<file path="src/rtl/bsd_pkg.sv">
package bsd_pkg;

    typedef enum logic {
        SPACE_SHORT = 1'b0,
        SPACE_STD   = 1'b1
    } space_e;

    localparam logic [5:0] AM_SHORT_USER = 6'h29;
    localparam logic [5:0] AM_SHORT_SUP  = 6'h2D;
    localparam logic [5:0] AM_STD_USER   = 6'h39;
    localparam logic [5:0] AM_STD_SUP    = 6'h3D;

    // byte offsets inside the 1 KB block
    localparam int OFS_XSTAT = 'h80;
    localparam int OFS_CTRL  = 'h81;
    localparam int OFS_VEC   = 'h83;
    localparam int OFS_DATA  = 'hA0;
    localparam int OFS_CHG   = 'hB0;

    // lane index within ds
    localparam int LANE_ODD  = 0;
    localparam int LANE_EVEN = 1;

    typedef struct packed {
        logic id;
        logic xstat;
        logic ctrl_rd;
        logic ctrl_wr;
        logic vec;
    } ctl_sel_t;

    function automatic logic am_accept(input logic [5:0] code,
                                       input space_e sp,
                                       input logic sup_only);
        logic sup_hit, usr_hit;
        if (sp == SPACE_STD) begin
            sup_hit = (code == AM_STD_SUP);
            usr_hit = (code == AM_STD_USER);
        end else begin
            sup_hit = (code == AM_SHORT_SUP);
            usr_hit = (code == AM_SHORT_USER);
        end
        return sup_hit || (usr_hit && !sup_only);
    endfunction

endpackage

</file>
<file path="src/rtl/bsd_am_qual.sv">
module bsd_am_qual
    import bsd_pkg::*;
(
    input  logic [5:0] am,
    input  space_e     sp,
    input  logic       sup_only,
    output logic       am_hit
);
    assign am_hit = am_accept(am, sp, sup_only);
endmodule

</file>
<file path="src/rtl/bsd_addr_match.sv">
module bsd_addr_match
    import bsd_pkg::*;
#(
    parameter int HI_W   = 14,
    parameter int BASE_W = 6
) (
    input  logic [HI_W-1:0]   hi,
    input  logic [BASE_W-1:0] base,
    input  space_e            sp,
    output logic              addr_hit
);
    localparam int SEGBITS_W = HI_W - BASE_W;

    logic [SEGBITS_W-1:0] seg_bits;
    logic                 seg_top;
    logic                 blk_eq;

    assign seg_bits = hi[HI_W-1:BASE_W];
    assign seg_top  = &seg_bits;
    assign blk_eq   = (hi[BASE_W-1:0] == base);
    assign addr_hit = blk_eq && ((sp == SPACE_SHORT) || seg_top);
endmodule

</file>
<file path="src/rtl/bsd_reg_dec.sv">
module bsd_reg_dec
    import bsd_pkg::*;
#(
    parameter int WORD_W   = 9,
    parameter int PORTS    = 4,
    parameter int ID_CHARS = 32,
    parameter int IDX_W    = 5
) (
    input  logic [WORD_W-1:0] word,
    input  logic [1:0]        lanes,
    input  logic              wr,
    output ctl_sel_t          ctl,
    output logic [IDX_W-1:0]  idx,
    output logic [PORTS-1:0]  data,
    output logic [PORTS-1:0]  chg
);
    localparam int BYTE_W = WORD_W + 1;
    localparam logic [BYTE_W-1:0] XSTAT_B = BYTE_W'(OFS_XSTAT);
    localparam logic [BYTE_W-1:0] CTRL_B  = BYTE_W'(OFS_CTRL);
    localparam logic [BYTE_W-1:0] VEC_B   = BYTE_W'(OFS_VEC);
    localparam logic [WORD_W-1:0] ID_END  = WORD_W'(ID_CHARS);

    logic odd_l, even_l, in_id;

    assign odd_l  = lanes[LANE_ODD];
    assign even_l = lanes[LANE_EVEN];
    assign in_id  = (word < ID_END);

    always_comb begin
        ctl.id      = !wr && odd_l && in_id;
        ctl.xstat   = !wr && even_l && (word == XSTAT_B[BYTE_W-1:1]);
        ctl.ctrl_rd = !wr && odd_l  && (word == CTRL_B[BYTE_W-1:1]);
        ctl.ctrl_wr =  wr && odd_l  && (word == CTRL_B[BYTE_W-1:1]);
        ctl.vec     =  wr && odd_l  && (word == VEC_B[BYTE_W-1:1]);
        idx         = ctl.id ? word[IDX_W-1:0] : '0;
    end

    for (genvar p = 0; p < PORTS; p++) begin : g_port
        localparam logic [BYTE_W-1:0] D_B = BYTE_W'(OFS_DATA + p);
        localparam logic [BYTE_W-1:0] C_B = BYTE_W'(OFS_CHG + p);
        localparam int LB = D_B[0] ? LANE_ODD : LANE_EVEN;
        assign data[p] = !wr && lanes[LB] && (word == D_B[BYTE_W-1:1]);
        assign chg[p]  = !wr && lanes[LB] && (word == C_B[BYTE_W-1:1]);
    end
endmodule

</file>
<file path="src/rtl/bus_slave_decode.sv">
module bus_slave_decode
    import bsd_pkg::*;
#(
    parameter int ADDR_W   = 24,
    parameter int SEG_W    = 16,
    parameter int BLK_W    = 10,
    parameter int PORTS    = 4,
    parameter int ID_CHARS = 32,
    localparam int HI_W    = ADDR_W - BLK_W,
    localparam int LO_W    = BLK_W - 1,
    localparam int BASE_W  = SEG_W - BLK_W,
    localparam int IDX_W   = $clog2(ID_CHARS)
) (
    input  logic              clk,
    input  logic              rst,
    input  logic [HI_W-1:0]   addr_hi,
    input  logic [LO_W-1:0]   addr_lo,
    input  logic [5:0]        am,
    input  logic              addr_strobe,
    input  logic [1:0]        ds,
    input  logic              wr,
    input  logic [BASE_W-1:0] base_sel,
    input  logic              sup_only,
    input  logic              std_space,
    output logic              mod_sel,
    output logic              id_rd,
    output logic [IDX_W-1:0]  id_idx,
    output logic              xstat_rd,
    output logic              ctrl_rd,
    output logic              ctrl_wr,
    output logic              vec_wr,
    output logic [PORTS-1:0]  data_rd,
    output logic [PORTS-1:0]  chg_rd
);
    space_e           sp;
    logic             am_hit, addr_hit, claim;
    ctl_sel_t         ctl_d, ctl_q;
    logic [IDX_W-1:0] idx_d, idx_q;
    logic [PORTS-1:0] data_d, chg_d, data_q, chg_q;
    logic             sel_q;

    assign sp = space_e'(std_space);

    bsd_am_qual u_am (
        .am       (am),
        .sp       (sp),
        .sup_only (sup_only),
        .am_hit   (am_hit)
    );

    bsd_addr_match #(.HI_W(HI_W), .BASE_W(BASE_W)) u_match (
        .hi       (addr_hi),
        .base     (base_sel),
        .sp       (sp),
        .addr_hit (addr_hit)
    );

    bsd_reg_dec #(
        .WORD_W(LO_W), .PORTS(PORTS), .ID_CHARS(ID_CHARS), .IDX_W(IDX_W)
    ) u_dec (
        .word  (addr_lo),
        .lanes (ds),
        .wr    (wr),
        .ctl   (ctl_d),
        .idx   (idx_d),
        .data  (data_d),
        .chg   (chg_d)
    );

    assign claim = addr_strobe && (ds != 2'b00) && am_hit && addr_hit;

    always_ff @(posedge clk) begin
        if (rst) begin
            sel_q  <= 1'b0;
            ctl_q  <= '0;
            idx_q  <= '0;
            data_q <= '0;
            chg_q  <= '0;
        end else begin
            sel_q  <= claim;
            ctl_q  <= claim ? ctl_d  : '0;
            idx_q  <= claim ? idx_d  : '0;
            data_q <= claim ? data_d : '0;
            chg_q  <= claim ? chg_d  : '0;
        end
    end

    assign mod_sel  = sel_q;
    assign id_rd    = ctl_q.id;
    assign id_idx   = idx_q;
    assign xstat_rd = ctl_q.xstat;
    assign ctrl_rd  = ctl_q.ctrl_rd;
    assign ctrl_wr  = ctl_q.ctrl_wr;
    assign vec_wr   = ctl_q.vec;
    assign data_rd  = data_q;
    assign chg_rd   = chg_q;
endmodule

</file>
<file path="config.mk">
export PLATFORM = sky130hd
export DESIGN_NAME = bus_slave_decode
export DESIGN_NICKNAME = d
export VERILOG_FILES = /design/src/rtl/bsd_pkg.sv /design/src/rtl/bsd_am_qual.sv /design/src/rtl/bsd_addr_match.sv /design/src/rtl/bsd_reg_dec.sv /design/src/rtl/bus_slave_decode.sv
export SDC_FILE = /design/constraint.sdc
export NUM_CORES = 1
export LEC_CHECK = 0
export ABC_AREA = 0
export BUFFER_PORTS_ARGS = -buffer_cell sky130_fd_sc_hd__buf_4
export CAP_MARGIN = 20
export CELL_PAD_IN_SITES_DETAIL_PLACEMENT = 1
export CELL_PAD_IN_SITES_GLOBAL_PLACEMENT = 2
export CORE_ASPECT_RATIO = 0.6
export CORE_UTILIZATION = 22
export CTS_CLUSTER_SIZE = 14
export DETAILED_ROUTE_END_ITERATION = 7
export PLACE_DENSITY = 0.84
export SYNTH_ARGS = -nofsm -noshare
export SYNTH_HDL_FRONTEND = slang
export SYNTH_SLANG_ARGS = --single-unit
</file>
<file path="constraint.sdc">
create_clock -name clk -period 2.4 [get_ports clk]
set_input_delay 0.48 -clock clk [delete_from_list [all_inputs] [get_ports clk]]
set_output_delay 0.48 -clock clk [all_outputs]
set_load 0.05 [all_outputs]
</file>
==> impl_metrics.yaml <==
outcome:
  outcome: "finished, final reports clean"
pwr:
  ir_drop_uv: 178
  power.density_mw_per_mm2: 462
  p_leak_nw: 0.566
floorplan:
  die_h_um: 49.1
  io_pins: 62
  die_w_um: 80.5
  num_rows: 16
  dieArea_mm2: 0.00395
  coreArea_mm2: 0.00338
  start_util_pct: 24.0
global_route:
  grt_start_max_net_pins: 20
  grt_pass1_wl_um: 4640
  gr-total-overflow: 0
  grtUsageTotal_pct: 15.8
  grt_pass1_vias: 948
  antenna_found_initial: 0
synthesis:
  async_flop_share_pct: 0
  syn-mean-instance-area_um2: 9.80
  synth-seq-cells: 19
  ys_top_cells_by_area: "dfxtp_1, nor4_1, nor3_1, xor2_1, nand2_1"
  synth_top_area_share_pct: 46.8
  synth_ff_type: "dfxtp_1"
  syn_nets: 126
  synthesis.area_um2: 813
  synth_edf_count: 0
  yosys_warnings: 0
  syn_inst: 83
  synthDistinctLibCells: 25
  yosysSeqAreaShare_pct: 46.8
  synth_top_area_cell: "dfxtp_1"
  yosysMostFrequentCell: "dfxtp_1"
  synth_common_cells: "dfxtp_1, nor4_1, nand2_1"
layout:
  drive_gt1_share_pct: 50.0
  nFillCells: 405
  areaGrowthSynthToFinish_pct: 66.9
  nets: 190
  fin_cells: 191
  n_antenna_cell: 0
clock_tree:
  htreeDepth: 1
  hold_buffers: 0
  post-cts-setup-buffers: 0
  cts_inserted_buffers: 3
  cts.sinks: 19
  cts-root-buf: "clkbuf_8"
  clock_path_buffers: 2
  cts.clk_slew.worst_paths_ps: 70
  cts_tree: "built"
  ctsResizeCount: 0
timing:
  fin_crit_ps: 1920
  fin_crit_sh_pct: 80.0
  tns_ps: 0
  hold_viol: 0
  finalMaxSlewViolations: 0
  hold_ws_ps: 464
  fmax_mhz: 521
  slew_headroom_pct: 39.5
  tightestPinTransition_ps: 908
  setup_viol: 0
  rsz0062_at_grt: "no"
placement:
  dpl.cell_count: 187
  port_buffers: 61
  dp_hpwl_um: 2350
  globalplace.congestion: 0.674
setup_path:
  cp-start-kind: "primary input"
  cp.arrival_ps: 2060
  end_kind: "flip-flop"
  crit_fanout: 19
  crit_required_ps: 2540
  worstSetupPathType: "in -> reg"
route:
  postRouteAntennaNets: 0
  drc_errors: 0
  drt_iter0_markers: 22
  vias: 877
  wl_per_cell_um: 14.4
  drt-total-wl_um: 2750
  viasPerCell: 4.59
  drt_pass1_iterations: 4
run:
  cap_violations: 0
hold_path:
  hold_path_class: "in -> reg"
final cells by class:
| class | count | area, um2 | area share [%] |
|---|---|---|---|
| clock buffer | 3 | 41.3 | 3.04 |
| clock inverter | 1 | 5.00 | 0.369 |
| multi-input combinational | 62 | 417 | 30.7 |
| sequential | 19 | 380 | 28.0 |
| tap | 45 | 56.3 | 4.15 |
| timing repair buffer | 61 | 458 | 33.7 |
critical path, cell delays in order:
cell and delay (ps):
buf_4 110, xor2_1 160, nor4_2 320, o2111ai_2 510, nor4_1 480
cells by family (layout without fill, tap and decap cells):
| family | Yosys count | after routing | share of synthesized area [%] |
|---|---|---|---|
| AO/OA/AOI/OAI | 2 | 2 | 2.46 |
| XOR/XNOR | 6 | 6 | 6.46 |
| buffers and inverters | 2 | 65 | 2.00 |
| AND/OR/NAND/NOR | 54 | 54 | 42.3 |
| flip-flops | 19 | 19 | 46.8 |
registers in the layout (all words and copies together) (netlist names):
| register | cells |
|---|---|
| id_idx | 5 |
| chg_rd | 4 |
| data_rd | 4 |
| ctrl_rd | 1 |
| ctrl_wr | 1 |
| id_rd | 1 |
| mod_sel | 1 |
| vec_wr | 1 |
| xstat_rd | 1 |
cells in the final DEF, fill, tap and decap left out:
master,instances
nand3_1,3
or2_2,1
clkinv_2,1
xor2_1,4
clkbuf_8,3
xnor2_1,2
or4b_4,1
nor2b_1,3
nor4b_2,1
nand4b_1,1
nor4_2,1
nor4_4,1
nor4_1,10
nand4_2,1
buf_4,61
and2_0,1
nand2_1,9
or3_4,1
o2111ai_2,1
dfxtp_1,19
o21ai_0,1
nand4_1,5
nor3b_1,1
nor2_1,4
nand2b_1,2
nor3_1,8
report_power, final:
part / switching (mW) / total [mW] / leakage [nW] / internal [mW]
combinational: 0.0375 / 0.0936 / 0.387 / 0.0560
clock: 0.103 / 0.219 / 0.0255 / 0.115
sequential: 0.000000487 / 0.315 / 0.153 / 0.315
total: 0.141 / 0.627 / 0.566 / 0.487
per-layer routing:
| metal | vias to the layer above | share of wire (%) | global-route usage [%] |
|---|---|---|---|
| li1 | 435 | - | - |
| met1 | 402 | 45 | 19.8 |
| met2 | 35 | 47 | 25.8 |
| met3 | 5 | 6.2 | 4.11 |
| met4 | 0 | 1.3 | 5.95 |
| met5 | - | 0 | 0 |
stage by stage:
step	util (%)	power (mW)	worst slack [ps]	area, um2
2_1_floorplan	-	0.349	723	813
3_5_place_dp	38.8	0.417	205	1310
4_1_cts	40.1	0.634	474	1360
6_report	40.1	0.627	481	1360
3_3_place_gp	38.8	0.412	395	1310
5_1_grt	40.1	0.664	346	1360
final timing paths:
kind | depth (start not counted) | slack (ps) | to | startpoint
worst max-delay path | 5 | 480 | data_rd[3]$_SDFF_PP0_ | base_sel[4]
worst min-delay path | 3 | 460 | id_idx[2]$_SDFF_PP0_ | addr_lo[2]
Power figures use the tool's default switching activity.
